[config.mk]
export PLATFORM = sky130hd
export DESIGN_NAME = modclk_ctrl
export DESIGN_NICKNAME = d
export VERILOG_FILES = /design/src/rtl/modclk_ctrl.sv
export SDC_FILE = /design/constraint.sdc
export NUM_CORES = 1
export LEC_CHECK = 0
export BUFFER_PORTS_ARGS = -buffer_cell sky130_fd_sc_hd__buf_2
export CAP_MARGIN = 20
export CORE_MARGIN = 2
export CORE_UTILIZATION = 30
export CTS_CLUSTER_DIAMETER = 60
export DETAILED_ROUTE_END_ITERATION = 16
export GPL_TIMING_DRIVEN = 1
export MAX_ROUTING_LAYER = met4
export SYNTH_ARGS = -nofsm -noshare
export SYNTH_HDL_FRONTEND = slang
export SYNTH_SLANG_ARGS = --single-unit
export TNS_END_PERCENT = 5
[constraint.sdc]
create_clock -name clk -period 5.1 [get_ports clk]
set_input_delay 0.51 -clock clk [delete_from_list [all_inputs] [get_ports clk]]
set_output_delay 0.51 -clock clk [all_outputs]
set_load 0.02 [all_outputs]
[src/rtl/modclk_ctrl.sv]
module modclk_ctrl #(
  parameter int NMOD    = 4,
  parameter int STEP    = 4,
  parameter int EMU_MOD = NMOD - 1
) (
  input  logic            clk,
  input  logic            rst_n,
  input  logic            bus_wr,
  input  logic [7:0]      bus_addr,
  input  logic [31:0]     bus_wdata,
  output logic [31:0]     bus_rdata,
  input  logic [NMOD-1:0] emu_rst_evt,
  input  logic [NMOD-1:0] emu_inh_evt,
  output logic [NMOD-1:0] mod_clk_en,
  output logic [NMOD-1:0] mod_rst_n,
  output logic [NMOD-1:0] mod_lrst_n,
  output logic            irq
);
  localparam int CW = $clog2(STEP + 1);

  logic [NMOD-1:0][1:0]    cur, tgt;
  logic [NMOD-1:0][2:0]    nxt;
  logic [NMOD-1:0][CW-1:0] cnt;
  logic [NMOD-1:0]         lrst_c, lrst_q, ie_rst, ie_inh, mov;
  logic                    err_q;

  wire       ctl_sel = bus_addr[7:6] == 2'b01;
  wire       sts_sel = bus_addr[7:6] == 2'b10;
  wire [3:0] idx     = bus_addr[5:2];
  wire       go_wr   = bus_wr && bus_addr == 8'h00 && bus_wdata[0];
  wire       busy    = |mov;
  wire       go_ok   = go_wr && !busy;
  wire       err_set = emu_rst_evt[EMU_MOD] | emu_inh_evt[EMU_MOD];
  wire       err_clr = bus_wr && bus_addr == 8'h08 && bus_wdata[EMU_MOD];

  always_comb
    for (int i = 0; i < NMOD; i++) mov[i] = cur[i] != tgt[i];

  assign irq        = |((emu_rst_evt & ie_rst) | (emu_inh_evt & ie_inh));
  assign mod_lrst_n = lrst_q;
  always_comb
    for (int i = 0; i < NMOD; i++) begin
      mod_clk_en[i] = cur[i][0];
      mod_rst_n[i]  = cur[i][1];
    end

  always_ff @(posedge clk or negedge rst_n)
    if (!rst_n) begin
      cur    <= '0;
      tgt    <= '0;
      nxt    <= '0;
      cnt    <= '0;
      lrst_c <= '1;
      lrst_q <= '1;
      ie_rst <= '0;
      ie_inh <= '0;
      err_q  <= 1'b0;
    end else begin
      err_q  <= (err_q & ~err_clr) | err_set;
      lrst_q <= lrst_c;
      for (int i = 0; i < NMOD; i++) begin
        if (bus_wr && ctl_sel && idx == 4'(i)) begin
          nxt[i]    <= bus_wdata[2:0];
          lrst_c[i] <= bus_wdata[8];
          ie_rst[i] <= bus_wdata[9];
          ie_inh[i] <= bus_wdata[10];
        end
        if (go_ok && nxt[i] <= 3'd3) tgt[i] <= nxt[i][1:0];
        if (mov[i]) begin
          if (cnt[i] == CW'(STEP - 1)) begin
            cnt[i] <= '0;
            cur[i] <= (tgt[i] > cur[i]) ? cur[i] + 2'd1 : cur[i] - 2'd1;
          end else begin
            cnt[i] <= cnt[i] + 1'b1;
          end
        end
      end
    end

  always_comb begin
    bus_rdata = '0;
    if (bus_addr == 8'h04) bus_rdata[0] = busy;
    if (bus_addr == 8'h08) bus_rdata[EMU_MOD] = err_q;
    for (int i = 0; i < NMOD; i++) begin
      if (ctl_sel && idx == 4'(i))
        bus_rdata = {21'b0, ie_inh[i], ie_rst[i], lrst_c[i], 5'b0, nxt[i]};
      if (sts_sel && idx == 4'(i))
        bus_rdata = {14'b0, emu_inh_evt[i], emu_rst_evt[i], 3'b0, cur[i][0], 1'b0,
                     cur[i][1], lrst_q[i] == lrst_c[i], lrst_q[i], 6'b0, cur[i]};
    end
  end

  assert_go_ignored_R7: assert property (@(posedge clk) disable iff (!rst_n)
    (go_wr && busy) |=> $stable(tgt));

  assert_idle_hold_R3: assert property (@(posedge clk) disable iff (!rst_n)
    !busy |=> $stable(cur));

  for (genvar g = 0; g < NMOD; g++) begin : g_chk
    assert_single_step_R5: assert property (@(posedge clk) disable iff (!rst_n)
      (cur[g] != $past(cur[g])) |->
        (cur[g] == $past(cur[g]) + 2'd1 || cur[g] == $past(cur[g]) - 2'd1));

    assert_clock_before_release_R6: assert property (@(posedge clk) disable iff (!rst_n)
      $rose(mod_rst_n[g]) |-> $past(mod_clk_en[g]));
  end
endmodule

Word-level counts from Yosys, hierarchy flattened
Index checks and enable logic that the tools add are counted.

Register bits after elaboration: 57. Latch bits: 0. RAM bits: 0. Bits in read-only memories: 0. Bits of input ports: 51. Output and inout port bits: 45. Logic and storage cells: 125. Memories: 0.

Add/subtract/negate cells: 12. Multipliers: 0. Divide/modulo/power cells: 0. Magnitude comparators: 8. Equality and inequality tests: 19. Shifts and indexed selects: 0. Muxes and demuxes: 18. Bitwise gates (word level): 7. Reduce and logical (&&, ||, !) cells: 31.

Operators by type and width (number): $mux 32 (7); $logic_and 1x1->1 (22); $add 3x1->3 const B (4); $eq 3x2->1 const B (4); $le 3x2->1 const B (4); $mux 3 (4); $mux 11 (1); $add 2x1->2 const B (4); $and 4x4->4 (2); $eq 4x2->1 const B (2); $eq 8x3->1 const B (1); $eq 8x4->1 const B (1); $gt 2x2->1 (4); $logic_not 8->1 (1); $mux 2 (4); $ne 2x2->1 (4); $reduce_and 2->1 (4); $reduce_or 4->1 (2); $sub 2x1->2 const B (4); $eq 1x1->1 (4); $eq 4x1->1 const B (1); $logic_not 4->1 (1); $or 4x4->4 (1); $eq 2x1->1 const B (1); 6 further kinds (8).

Longest topological paths before layout
Depth in word-level cells: 11. Gate-level depth with buffers: 7. Depth with buffers taken out: 7.

Worst setup path before layout
OpenSTA, ideal clock, no wires.

Path type: input to output. Start point: in bus_addr[5]. End point: out bus_rdata[8]. Arrival: 2.238 ns. Required time: 4.590 ns. Path slack: 2.352 ns. Stages on the path: 4. Path buffers: 0. Cells stage by stage: or3b_4 -> nor3_1 -> a211oi_1 -> o41ai_1.

Longest elaborated chain between the ends: 10. Elaborated cells on any way between the ends: 20. Those cells by class: eq/ne (3); mux (8); reduce/logical (9).

Ends and longest elaborated chain: start: declaration (RTL line 9) `input logic [7:0] bus_addr,`; $logic_not 4->1 (RTL line 85, 87); $logic_and 1x1->1 (RTL line 85) `if (ctl_sel && idx == 4'(i))`; $mux 11 (RTL line 85); $mux 32 (RTL line 87) `if (sts_sel && idx == 4'(i))`; $mux 32 (RTL line 85); $mux 32 (RTL line 87); $mux 32 (RTL line 85); $mux 32 (RTL line 87); $mux 32 (RTL line 85); $mux 32 * (RTL line 87); end: declaration (RTL line 11) `output logic [31:0] bus_rdata,`.

Every way passes the cells marked *; elsewhere a longest branch is shown, timed or not.

Final worst setup path
Start point: in bus_addr[2]. End point: out bus_rdata[10].

The elaborated chain is that of the path after synthesis.

==> flow_summary_export.csv <==
group,metric,value,unit
floorplanning,die_width,108,um
finish,drive_above_1_share,0.306,
placement,port_buffers,48,
synthesis,synth-seq-area-share,0.443,
finish,final_cells,495,
sta,timing.setup.tns,0,ns
synthesis,syn_area,3240,um2
floorplanning,dieHeight,108,um
route,drt_pass1_iterations,4,
synthesis,synth_seq_cells,57,
synthesis,ys.flop_type,"dfrtp_1",
critical_path,setup.worst_path.end_class,"primary output",
clock_network,cts_tree,"done",
route,drtIter0Drc,141,
synthesis,syn_inst,302,
clock_network,clock_latency,0.34,ns
grt,overflow,0,
finish,syn2layout_area_growth,15.5,%
critical_path,cp_max_fo,30,
sta,worst_pin_slew,0.846,ns
critical_path,rr_endpoint,"tgt[3]",
synthesis,ys_types,46,
finish,fin_nets,417,
sta,fin_skew,0.00608,ns
sta,finalCritPeriodShare,0.624,
sta,grt_setup_unrepaired,"false",
clock_network,cts_num_sinks,57,
job,maxCapViolCount,0,
sta,max_slew_margin,0.431,
floorplanning,coreArea,10400,um2
floorplanning,ioPinCount,96,
placement,dpl.hpwl,5700,um
synthesis,synth_most_common_cell,"dfrtp_1",
grt,grt_pass1_wl,12500,um
power_and_ir_drop,power.density,330,nW/um2
grt,grtUsageTotal,0.145,
clock_network,clockBufferDepth,2,
synthesis,yosysWarningCount,0,
run_status,status,"finished clean",
floorplanning,rows,37,
route,viasPerCell,5.02,
min_path,hold_class,"primary input to asynchronous set/reset pin",
critical_path,setup.worst_path.start_class,"primary input",
synthesis,synth-edff-count,0,
critical_path,r2r-start,"mod_rst_n[3]",
synthesis,synthArstFlopShare,1.00,
power_and_ir_drop,p_leak,1.75,nW
route,drt_wl_total,7610,um
critical_path,arrival,2.67,ns
sta,hold_viol_final,0,
floorplanning,initial_core_util,0.311,
clock_network,post_cts_buffers,0,
clock_network,hold_buffers,0,
placement,post-place-cells,478,
sta,hold_ws,0.312,ns
clock_network,clockRootBuffer,"clkbuf_8",
clock_network,path_clk_slew,0.06,ns
grt,antenna_found_initial,0,
grt,grt_max_degree,58,
finish,antenna_cells,0,
critical_path,reg2reg_slack,2.59,ns
synthesis,synth.top_cell.area_share,0.378,
route,avgRoutedWirePerCell,15.4,um
sta,max_freq,314,MHz
synthesis,syn_avg_cell_area,10.7,um2
sta,setup_viol,0,
route,antenna_left,0,
critical_path,worst-r2r-cell-count,7,
clock_network,cts_buffers,9,
synthesis,ys_top_cells_by_area,"dfrtp_1, mux2_2, dfstp_2, buf_4, ha_1",
power_and_ir_drop,ir_drop,0.120,mV
grt,grt_pass1_vias,2449,
route,post-route-drc-count,0,
sta,layout_min_cycle_time,3.18,ns
synthesis,synth_common_cells,"dfrtp_1, mux2_2, buf_4, nor2_1, inv_1",
critical_path,required,4.59,ns
clock_network,htree_levels,3,
floorplanning,die-area,11700,um2
critical_path,crit_type,"primary input to primary output",
synthesis,yosysTopAreaCell,"dfrtp_1",
clock_network,post_cts_resized,0,
route,vias,2487,
placement,place_congestion,0.849,
sta,drv_slew,0,
## area by class of cell
class | instances | area [um2]
clock buffer | 14 | 173
clock inverter | 2 | 35.0
fill | 1053 | 6670
inverter | 17 | 63.8
multi-input combinational | 219 | 1610
sequential | 57 | 1440
tap | 136 | 170
timing repair buffer | 50 | 253
## stage by stage
stage,utilization,power [W],setup slack [ns],area [um2]
after floorplan,-,0.000739,2.35,3320
after global placement,0.339,0.000801,1.94,3530
after detailed placement,0.339,0.000809,1.95,3530
after CTS,0.359,0.00125,1.93,3740
after global routing,0.360,0.00131,1.75,3740
final,0.360,0.00123,1.92,3740
## per-layer routing
metal	part of all wire	wire, um	global-route usage	up-vias
li1	-	-	-	1170
met1	0.46	3490	0.196	1219
met2	0.47	3550	0.212	84
met3	0.058	438	0.0362	14
met4	0.017	127	0.0504	0
met5	0	0	-	-
## cells by family (layout without fill, tap and decap cells)
family	after synthesis	in the layout	share of synthesized area
and+or+nand+nor	73	73	0.120
DFF	57	57	0.443
xor gates and xnor gates	16	16	0.0432
other	1	22	0.00116
buffers and inverters	47	83	0.0834
muxes	41	41	0.140
AOI/OAI and AO/OA	55	55	0.122
adders and majority gates	12	12	0.0463
## power by group
part	switching, W	internal [W]	total [W]
Clock	0.000171	0.000265	0.000436
Sequential	0.0000451	0.000511	0.000556
Combinational	0.000138	0.000106	0.000243
Total	0.000354	0.000881	0.00123
## critical path, stage by stage
cell and delay (ns):
buf_2 0.45, or4b_2 0.71, nor2_1 0.15, a21oi_1 0.12
a221o_1 0.32, a21oi_1 0.21, buf_2 0.20
## how the worst max path moves through the flow
stage	slack, ns	cells past startpoint	startpoint	endpoint
after floorplan	2.35	4	bus_addr[5]	bus_rdata[8]
after global placement	1.94	7	bus_addr[2]	bus_rdata[1]
after detailed placement	1.95	7	bus_addr[2]	bus_rdata[10]
after CTS	1.93	7	bus_addr[2]	bus_rdata[10]
after global routing	1.75	7	bus_addr[2]	bus_rdata[1]
final	1.92	7	bus_addr[2]	bus_rdata[10]
## sequential cells by signal, summed over array words and instances, names as in the netlist
signal      cells
mod_lrst_n      4
err_q           1
cnt            12
lrst_c          4
mod_clk_en      4
ie_rst          4
ie_inh          4
nxt            12
mod_rst_n       4
tgt             8
## layout by cell type (no fill, tap or decap), types with 5 or more instances in the layout
master and count:
dfrtp_1 49, buf_2 48, mux2_2 35, conb_1 22, nor2_1 18, inv_1 17, xnor2_1 16, nand2_1 14
ha_1 12, clkbuf_8 12, a21oi_1 11, a221o_1 8, dfstp_2 8, o21ai_0 7, nand3_1 7, nor3_1 6
mux2i_1 6, a22oi_1 6, nor2b_1 5
(Power assumes the default switching activity.)
